## src/rtl/mlc_fi_pkg.sv

```systemverilog
package mlc_fi_pkg;
  localparam int LEVEL_W = 4;
  localparam int PROB_W  = 16;
  localparam int LFSR_W  = 32;
  localparam logic [LFSR_W-1:0] LFSR_MASK = 32'h8020_0003;

  typedef enum logic {
    DIR_DOWN = 1'b0,
    DIR_UP   = 1'b1
  } fi_dir_e;
endpackage

```

## src/rtl/mlc_fi_lfsr.sv

```systemverilog
module mlc_fi_lfsr #(
  parameter int LFSR_W = mlc_fi_pkg::LFSR_W,
  parameter int DRAW_W = mlc_fi_pkg::PROB_W,
  parameter logic [LFSR_W-1:0] MASK = mlc_fi_pkg::LFSR_MASK,
  parameter logic [LFSR_W-1:0] RESET_SEED = 1
) (
  input  logic              clk,
  input  logic              rst,
  input  logic              load,
  input  logic [LFSR_W-1:0] seed,
  input  logic              advance,
  output logic [LFSR_W-1:0] state,
  output logic [DRAW_W-1:0] draw
);
  localparam int CHUNKS = LFSR_W / DRAW_W;

  logic [LFSR_W-1:0] nxt;
  logic [LFSR_W-1:0] seed_fix;

  always_comb begin
    nxt = state >> 1;
    if (state[0]) nxt = nxt ^ MASK;
    seed_fix = (seed == '0) ? LFSR_W'(1) : seed;
  end

  always_comb begin
    draw = '0;
    for (int k = 0; k < CHUNKS; k++) begin
      draw = draw ^ state[k*DRAW_W +: DRAW_W];
    end
  end

  always_ff @(posedge clk) begin
    if (rst)          state <= RESET_SEED;
    else if (load)    state <= seed_fix;
    else if (advance) state <= nxt;
  end
endmodule

```

## src/rtl/mlc_fi_thresh_bank.sv

```systemverilog
module mlc_fi_thresh_bank #(
  parameter int LEVEL_W = mlc_fi_pkg::LEVEL_W,
  parameter int PROB_W  = mlc_fi_pkg::PROB_W
) (
  input  logic               clk,
  input  logic               rst,
  input  logic               we,
  input  logic [LEVEL_W-1:0] wr_level,
  input  logic               wr_dir,
  input  logic [PROB_W-1:0]  wr_data,
  input  logic [LEVEL_W-1:0] rd_level,
  output logic [PROB_W-1:0]  rd_down,
  output logic [PROB_W-1:0]  rd_up
);
  localparam int NUM_LEVELS = 1 << LEVEL_W;

  logic [PROB_W-1:0] tab_down [NUM_LEVELS];
  logic [PROB_W-1:0] tab_up   [NUM_LEVELS];

  always_ff @(posedge clk) begin
    if (rst) begin
      for (int i = 0; i < NUM_LEVELS; i++) begin
        tab_down[i] <= '0;
        tab_up[i]   <= '0;
      end
    end else if (we) begin
      if (wr_dir == mlc_fi_pkg::DIR_UP) tab_up[wr_level]   <= wr_data;
      else                              tab_down[wr_level] <= wr_data;
    end
  end

  assign rd_down = tab_down[rd_level];
  assign rd_up   = tab_up[rd_level];
endmodule

```

## src/rtl/mlc_fi_decide.sv

```systemverilog
module mlc_fi_decide #(
  parameter int LEVEL_W = mlc_fi_pkg::LEVEL_W,
  parameter int PROB_W  = mlc_fi_pkg::PROB_W
) (
  input  logic [LEVEL_W-1:0] level,
  input  logic [LEVEL_W:0]   levels_cfg,
  input  logic [PROB_W-1:0]  draw,
  input  logic [PROB_W-1:0]  p_down,
  input  logic [PROB_W-1:0]  p_up,
  output logic [LEVEL_W-1:0] level_out,
  output logic               fault,
  output logic               dir_up
);
  localparam int CFG_W = LEVEL_W + 1;
  localparam logic [CFG_W-1:0] MIN_LEV = CFG_W'(2);
  localparam logic [CFG_W-1:0] MAX_LEV = CFG_W'(1 << LEVEL_W);

  logic [CFG_W-1:0]  cfg_eff;
  logic [CFG_W-1:0]  top;
  logic [CFG_W-1:0]  lvl_ext;
  logic [PROB_W-1:0] dn_eff;
  logic [PROB_W-1:0] up_eff;
  logic [PROB_W:0]   band;
  logic              in_range;

  always_comb begin
    if (levels_cfg < MIN_LEV)      cfg_eff = MIN_LEV;
    else if (levels_cfg > MAX_LEV) cfg_eff = MAX_LEV;
    else                           cfg_eff = levels_cfg;
    top      = cfg_eff - CFG_W'(1);
    lvl_ext  = {1'b0, level};
    in_range = (lvl_ext <= top);
    dn_eff   = (level == '0)    ? '0 : p_down;
    up_eff   = (lvl_ext == top) ? '0 : p_up;
    band     = {1'b0, dn_eff} + {1'b0, up_eff};

    level_out = level;
    fault     = 1'b0;
    dir_up    = 1'b0;
    if (in_range) begin
      if (draw < dn_eff) begin
        level_out = level - LEVEL_W'(1);
        fault     = 1'b1;
      end else if ({1'b0, draw} < band) begin
        level_out = level + LEVEL_W'(1);
        fault     = 1'b1;
        dir_up    = 1'b1;
      end
    end
  end
endmodule

```

## src/rtl/mlc_fault_inject.sv

```systemverilog
module mlc_fault_inject #(
  parameter int LEVEL_W = mlc_fi_pkg::LEVEL_W,
  parameter int PROB_W  = mlc_fi_pkg::PROB_W,
  parameter logic [mlc_fi_pkg::LFSR_W-1:0] RESET_SEED = 1
) (
  input  logic                          clk,
  input  logic                          rst,
  input  logic                          seed_load,
  input  logic [mlc_fi_pkg::LFSR_W-1:0] seed_value,
  input  logic                          thr_we,
  input  logic [LEVEL_W-1:0]            thr_level,
  input  logic                          thr_dir,
  input  logic [PROB_W-1:0]             thr_data,
  input  logic                          in_valid,
  input  logic [LEVEL_W-1:0]            in_level,
  input  logic [LEVEL_W:0]              levels_cfg,
  output logic                          out_valid,
  output logic [LEVEL_W-1:0]            out_level,
  output logic                          out_fault,
  output logic                          out_dir_up
);
  localparam int LFSR_W = mlc_fi_pkg::LFSR_W;

  logic [LFSR_W-1:0]  rng_state;
  logic [PROB_W-1:0]  rng_draw;
  logic [PROB_W-1:0]  thr_down;
  logic [PROB_W-1:0]  thr_up;
  logic [LEVEL_W-1:0] dec_level;
  logic               dec_fault;
  logic               dec_up;

  mlc_fi_lfsr #(
    .LFSR_W(LFSR_W), .DRAW_W(PROB_W),
    .MASK(mlc_fi_pkg::LFSR_MASK), .RESET_SEED(RESET_SEED)
  ) u_rng (
    .clk(clk), .rst(rst), .load(seed_load), .seed(seed_value),
    .advance(in_valid), .state(rng_state), .draw(rng_draw)
  );

  mlc_fi_thresh_bank #(.LEVEL_W(LEVEL_W), .PROB_W(PROB_W)) u_bank (
    .clk(clk), .rst(rst), .we(thr_we), .wr_level(thr_level),
    .wr_dir(thr_dir), .wr_data(thr_data), .rd_level(in_level),
    .rd_down(thr_down), .rd_up(thr_up)
  );

  mlc_fi_decide #(.LEVEL_W(LEVEL_W), .PROB_W(PROB_W)) u_dec (
    .level(in_level), .levels_cfg(levels_cfg), .draw(rng_draw),
    .p_down(thr_down), .p_up(thr_up), .level_out(dec_level),
    .fault(dec_fault), .dir_up(dec_up)
  );

  always_ff @(posedge clk) begin
    if (rst) begin
      out_valid  <= 1'b0;
      out_level  <= '0;
      out_fault  <= 1'b0;
      out_dir_up <= 1'b0;
    end else begin
      out_valid  <= in_valid;
      out_level  <= in_valid ? dec_level : '0;
      out_fault  <= in_valid & dec_fault;
      out_dir_up <= in_valid & dec_up;
    end
  end
endmodule

```

## config.mk

```make
export PLATFORM = sky130hd
export DESIGN_NAME = mlc_fault_inject
export DESIGN_NICKNAME = d
export VERILOG_FILES = /design/src/rtl/mlc_fi_pkg.sv /design/src/rtl/mlc_fi_lfsr.sv /design/src/rtl/mlc_fi_thresh_bank.sv /design/src/rtl/mlc_fi_decide.sv /design/src/rtl/mlc_fault_inject.sv
export SDC_FILE = /design/constraint.sdc
export NUM_CORES = 1
export LEC_CHECK = 0
export ABC_CLOCK_PERIOD_IN_PS = 12100
export BUFFER_PORTS_ARGS = -buffer_cell sky130_fd_sc_hd__buf_2
export CAP_MARGIN = 20
export CORE_MARGIN = 2
export CORE_UTILIZATION = 25
export CTS_CLUSTER_DIAMETER = 50
export DETAILED_ROUTE_END_ITERATION = 12
export PLACE_DENSITY_LB_ADDON = 0.1
export SLEW_MARGIN = 20
export SYNTH_ARGS = -nofsm -noshare
export SYNTH_HDL_FRONTEND = slang
export SYNTH_SLANG_ARGS = --single-unit
```

## constraint.sdc

```tcl
create_clock -name clk -period 12.1 [get_ports clk]
set_input_delay 2.42 -clock clk [delete_from_list [all_inputs] [get_ports clk]]
set_output_delay 2.42 -clock clk [all_outputs]
set_load 0.05 [all_outputs]
```

== Word-level counts from Yosys, hierarchy flattened ==
Memories as Yosys holds them, arrays and structs flattened.
Cells that the tools add are included.

* Add/sub/neg operators: 4
* Order comparisons: 5
* Equality and inequality tests: 1
* Multiplexer cells: 32
* Bitwise logic cells: 5
* Reduce and logical (&&, ||, !) cells: 6

{| class="wikitable"
|+ Operators by type and width
! kind !! count
|-
| $mux 32 || 4
|-
| $mux 16 || 4
|-
| $logic_not 32->1 || 1
|-
| $reduce_or 16->1 || 2
|-
| $mux 4 || 5
|-
| $add 16x16->17 || 1
|-
| $lt 16x17->1 || 1
|-
| $mux 1 || 17
|-
| $lt 16x16->1 || 1
|-
| $xor 16x16->16 || 1
|-
| $mux 5 || 2
|-
| $eq 4x5->1 || 1
|-
| $gt 5x5->1 const B || 1
|-
| $le 4x5->1 || 1
|-
| $lt 5x2->1 const B || 1
|-
| $sub 5x1->5 const B || 1
|-
| $add 4x1->4 const B || 1
|-
| $logic_not 4->1 || 1
|-
| $not 3->4 || 1
|-
| $sub 4x1->4 const B || 1
|-
| $and 1x1->1 || 2
|-
| $reduce_bool 2->1 || 1
|-
| $reduce_or 2->1 || 1
|-
| $not 1->1 || 1
|}

* Flip-flop bits (word level): 39
* Memory bits (writable): 512
* Input bits: 67
* Output and inout bits: 7
* Logic and storage cells: 60
* Memories kept: 2

{| class="wikitable"
|+ Memory list
! name !! words !! width !! rd ports !! clocked after Yosys merged registers in !! write ports !! line !! source
|-
| u_bank.tab_down || 16 || 16 || 1 || 0 || 16 || mlc_fi_thresh_bank.sv:17 || <nowiki>logic [PROB_W-1:0] tab_down [NUM_LEVELS];</nowiki>
|-
| u_bank.tab_up || 16 || 16 || 1 || 0 || 16 || mlc_fi_thresh_bank.sv:18 || <nowiki>logic [PROB_W-1:0] tab_up [NUM_LEVELS];</nowiki>
|}

== Depth between registers and ports, before layout ==
* Depth after elaboration: 12
* Depth in mapped cells: 27
* Gate-level depth less buffers: 23

== Hierarchy ==
A second synthesis with hierarchy kept.

* Cells, all modules: 1976
* Area, all modules: 25898.6 um^2

{| class="wikitable"
|+ Modules (own cells, without submodules)
! module !! instances !! cells an instance !! area an instance (um^2) !! sequential area each (um^2)
|-
| mlc_fi_thresh_bank || 1 || 1487 || 21942.3 || 15374.7
|-
| mlc_fi_decide || 1 || 270 || 2038.2 || 0.0
|-
| mlc_fi_lfsr || 1 || 205 || 1719.1 || 640.6
|-
| mlc_fault_inject || 1 || 14 || 198.9 || 140.1
|}

== Worst setup path before layout ==
Ideal clock, no wire load.

* Kind: input to register
* From: input in_level[0]
* To: register out_level[1]
* Data arrival time: 7.666 ns
* Required time: 11.980 ns
* Setup slack: 4.314 ns
* Stages: 21
* Path buffers: 2
* Cell sequence: buf_6 clkbuf_1 mux4_2 mux4_2 and2_1 ha_1 fa_1 a211o_1 a21oi_1 o21ai_0 or2_2 a21o_1 a21oi_1 xor2_1 ha_1 o21a_1 o21ai_0 o311ai_1 nand2_1 and4_1 o31a_1

* Cells in the longest elaborated chain, start to end: 7
* Elaborated cells between the ends (all ways): 15
* Those cells by class: 3 x add/sub; 3 x order compare; 1 x eq/ne; 5 x mux; 1 x reduce/logical; 2 x memory

{| class="wikitable"
|+ Ends and longest elaborated chain
! element !! line !! source
|-
| start, declared || mlc_fault_inject.sv:15 || <nowiki>input logic [LEVEL_W-1:0] in_level,</nowiki>
|-
| $mem_v2 16x16, or another cell as far along || -- ||
|-
| $mux 16, on equally long branches || mlc_fi_decide.sv:33, mlc_fi_decide.sv:34 ||
|-
| $add 16x16->17 || mlc_fi_decide.sv:35 || <nowiki>band = {1'b0, dn_eff} + {1'b0, up_eff};</nowiki>
|-
| $lt 16x17->1 || mlc_fi_decide.sv:44 || <nowiki>end else if ({1'b0, draw} < band) begin</nowiki>
|-
| $mux 4 || mlc_fi_decide.sv:44 ||
|-
| $mux 4 || mlc_fi_decide.sv:41 || <nowiki>if (draw < dn_eff) begin</nowiki>
|-
| $mux 4 (*) || mlc_fi_decide.sv:40 || <nowiki>if (in_range) begin</nowiki>
|-
| end signal, assigned || mlc_fault_inject.sv:60 || <nowiki>out_level <= in_valid ? dec_level : '0;</nowiki>
|-
| end, declared || mlc_fault_inject.sv:18 || <nowiki>output logic [LEVEL_W-1:0] out_level,</nowiki>
|}

Every way passes the cells marked *; elsewhere a longest branch is shown, timed or not.
A chain may end at the register's enable or synchronous reset.

== Worst setup path in the final report ==
Same ends and word-level chain as after synthesis.

==> impl_metrics.csv <==
group,metric,value,unit
run_status,status,"finished clean",
timing,worst_pin_slew,1020,ps
placement,io_buffers,73,
power,p_clk_share,46.4,%
clock_network,post_cts_buffers,0,
timing,final_hold_viol_count,0,
logic_synthesis,yosys.cell_types.count,61,
critical_path,worstReg2RegStart,"u_bank.tab_up[6][0]",
global_route,grt_pass1_wl,127000,um
logic_synthesis,ys_seq_area_share,59.9,%
global_route,grt_pass1_vias,16500,
route,wl_per_cell,25.7,um
timing,totalNegativeSetupSlack,0,ps
route,via_count,15800,
global_route,grt_overflow,0,
route,finalWirelength,88600,um
min_path,hold_end,"u_rng.state[17]",
timing,rsz0062_at_grt,"no",
die,num_rows,120,
timing,clock-skew-final,20.9,ps
power,p_sw,1.34,mW
clock_network,clkTransAtPathRegs,50,ps
global_route,grt_max_degree,66,
route,drtIter0Drc,1108,
global_route,grt_usage,16.0,%
critical_path,endpoint_kind,"flop",
critical_path,path_class,"input port to flop",
logic_synthesis,ys.flop_type,"edfxtp_1",
clock_network,cts_hold_buffers,0,
route,drtAntennaViolNets,0,
min_path,min_from,"u_rng.state[17]",
clock_network,cts_tree,"done",
clock_network,cts_made_buffers,82,
timing,setup_viol,0,
power,power.density,168,mW/mm^2
critical_path,r2r_end,"out_level[1]",
critical_path,reg2reg_slack,6420,ps
cells_and_area,fillCellCount,10700,
logic_synthesis,synth.ff_latch_count,551,
critical_path,startpoint_type,"input port",
die,die_area,0.110,mm^2
power,p_comb_share,11.9,%
clock_network,clockRootBuffer,"clkbuf_16",
logic_synthesis,syn_inst,1922,
cells_and_area,drive_gt1_share,21.6,%
logic_synthesis,avgSynthCellArea,14.0,um^2
clock_network,worstSkewPairLatency,630,ps
die,die_x,332,um
critical_path,cp.required,12590,ps
clock_network,cts-resized-gates,0,
power,seqPwrFrac,41.6,%
global_route,antenna_found_initial,14,
cells_and_area,area_growth,17.5,%
die,die_y,332,um
route,viasPerCell,4.58,
critical_path,cp.arrival,8810,ps
logic_synthesis,syn_nets,2042,
logic_synthesis,synth_edf_count,512,
clock_network,cts.path.max_buffers,3,
timing,period_share,68.8,%
timing,max_clock_freq,120,MHz
die,core_area,0.107,mm^2
min_path,min_path_cells,2,
critical_path,worst-path-max-fanout,52,
cells_and_area,layout.nets,2096,
power,leakage,11.3,nW
cells_and_area,layout_common_cells,"and2_1 (530), edfxtp_1 (512), mux4_2 (144), nor2_1 (102), clkbuf_16 (85)",
timing,fin_crit,8320,ps
min_path,hold_path_class,"flop to flop",
power,power.total,5.33,mW
clock_network,numClockSinks,551,
critical_path,r2r_cells,19,
clock_network,h-tree-depth,3,
logic_synthesis,synthArstFlopShare,0,%
die,ios,74,
power,switching_share,25.1,%
timing,relSlewSlack,32.0,%
job,drv_cap,0,
power,ir_drop,96.7,uV
cells_and_area,layout_commonest_cell,"and2_1",
logic_synthesis,syn-cell-area,0.0269,mm^2
power,cellInternalPower,3.99,mW
placement,gp_congestion,0.802,
placement,hpwl,55500,um
logic_synthesis,ys_warn_count,0,
timing,final_max_slew_viol_count,0,
route,firstDrtPassIters,5,
die,initial_core_util,25.2,%
route,drc,0,
## sequential cells by signal (all words and copies together), names as in the netlist
name             count
out_dir_up           1
u_bank.tab_up      256
out_fault            1
out_valid            1
u_bank.tab_down    256
u_rng.state         32
out_level            4
## worst max-delay path by stage
stage | to | start
2_1_floorplan | out_level[1] | in_level[0]
3_3_place_gp | out_level[1] | in_level[0]
3_5_place_dp | out_level[1] | in_level[0]
4_1_cts | out_level[1] | in_level[0]
5_1_grt | out_level[1] | in_level[0]
6_report | out_level[1] | in_level[0]
## power groups by stage
| stage | logic (mW) | registers, mW | clock network, mW |
|---|---|---|---|
| detailed placement | 0.643 | 2.26 | 0 |
| floorplan | 0.399 | 2.25 | 0 |
| global route | 0.690 | 2.23 | 2.60 |
| global placement | 0.643 | 2.26 | 0 |
| CTS | 0.647 | 2.22 | 2.53 |
| finish | 0.636 | 2.22 | 2.47 |
## metal layers
metal  track usage (%)  up-vias  wire length [um]
li1                  -     7191                 -
met1              21.4     8155             40000
met2              26.4      336             42300
met3              2.94      117              3730
met4              5.01        8              2510
met5                 0        -                42
## Yosys cell counts, types with 23 or more instances
master / number / share of area (%)
and2_1: 530 / 12
edfxtp_1: 512 / 57
mux4_2: 144 / 12
clkbuf_1: 111 / 1.5
nor2_1: 106 / 1.5
a21oi_1: 52 / 0.97
ha_1: 52 / 2.4
dfxtp_1: 39 / 2.9
nand2_1: 37 / 0.52
or2_2: 35 / 0.81
mux2i_1: 28 / 1.0
inv_1: 26 / 0.36
xor2_1: 23 / 0.75
## logic make-up (layout without fill, tap and decap cells)
kind of cell / after synthesis / in the layout / share of synthesized area, %
AOI/OAI and AO/OA: 155 / 155 / 3.97
xor gates and xnor gates: 32 / 32 / 1.04
adders and majority gates: 53 / 53 / 2.49
buffers and inverters: 173 / 291 / 2.54
DFF: 551 / 551 / 59.9
muxes: 172 / 172 / 13.1
other: 0 / 5 / 0
and+or+nand+nor: 786 / 786 / 16.9
## layout make-up
cell class / instances / area, um^2 / area share, %
flip-flops and latches: 551 / 16200 / 51.0
multi-input cells: 1198 / 10100 / 32.0
clock buffers: 97 / 2190 / 6.92
well taps: 1403 / 1760 / 5.54
repair buffers: 117 / 724 / 2.29
clock inverters: 51 / 616 / 1.94
inverters: 26 / 97.6 / 0.308
diodes: 5 / 12.5 / 0.0395
## critical path, cell delays in order
cell	delay, ps
buf_8	520
buf_4	630
mux4_2	570
mux4_2	510
and2_1	180
ha_1	370
a2111o_1	430
a21oi_1	270
o21ai_0	160
or2_2	320
a21o_1	190
a21oi_1	180
xor2_1	110
ha_1	310
o21a_1	130
o21ai_0	100
o311ai_1	540
nand2_1	200
and4_1	250
o31a_1	280
## per-stage QoR
| stage | setup WS (ps) | hold slack (ps) | util, % | cell area (um^2) | instances |
|---|---|---|---|---|---|
| after CTS | 3760 | 623 | 29.6 | 31700 | 3443 |
| final | 3780 | 601 | 29.6 | 31700 | 3448 |
| after global routing | 3350 | 633 | 29.6 | 31700 | 3444 |
| after detailed placement | 3120 | 613 | 27.0 | 28900 | 3295 |
| after global placement | 3050 | 573 | 27.0 | 28900 | 3295 |
| after floorplan | 4310 | 542 | - | 26900 | 1922 |
Note: power is estimated with default switching activity, not from simulation.
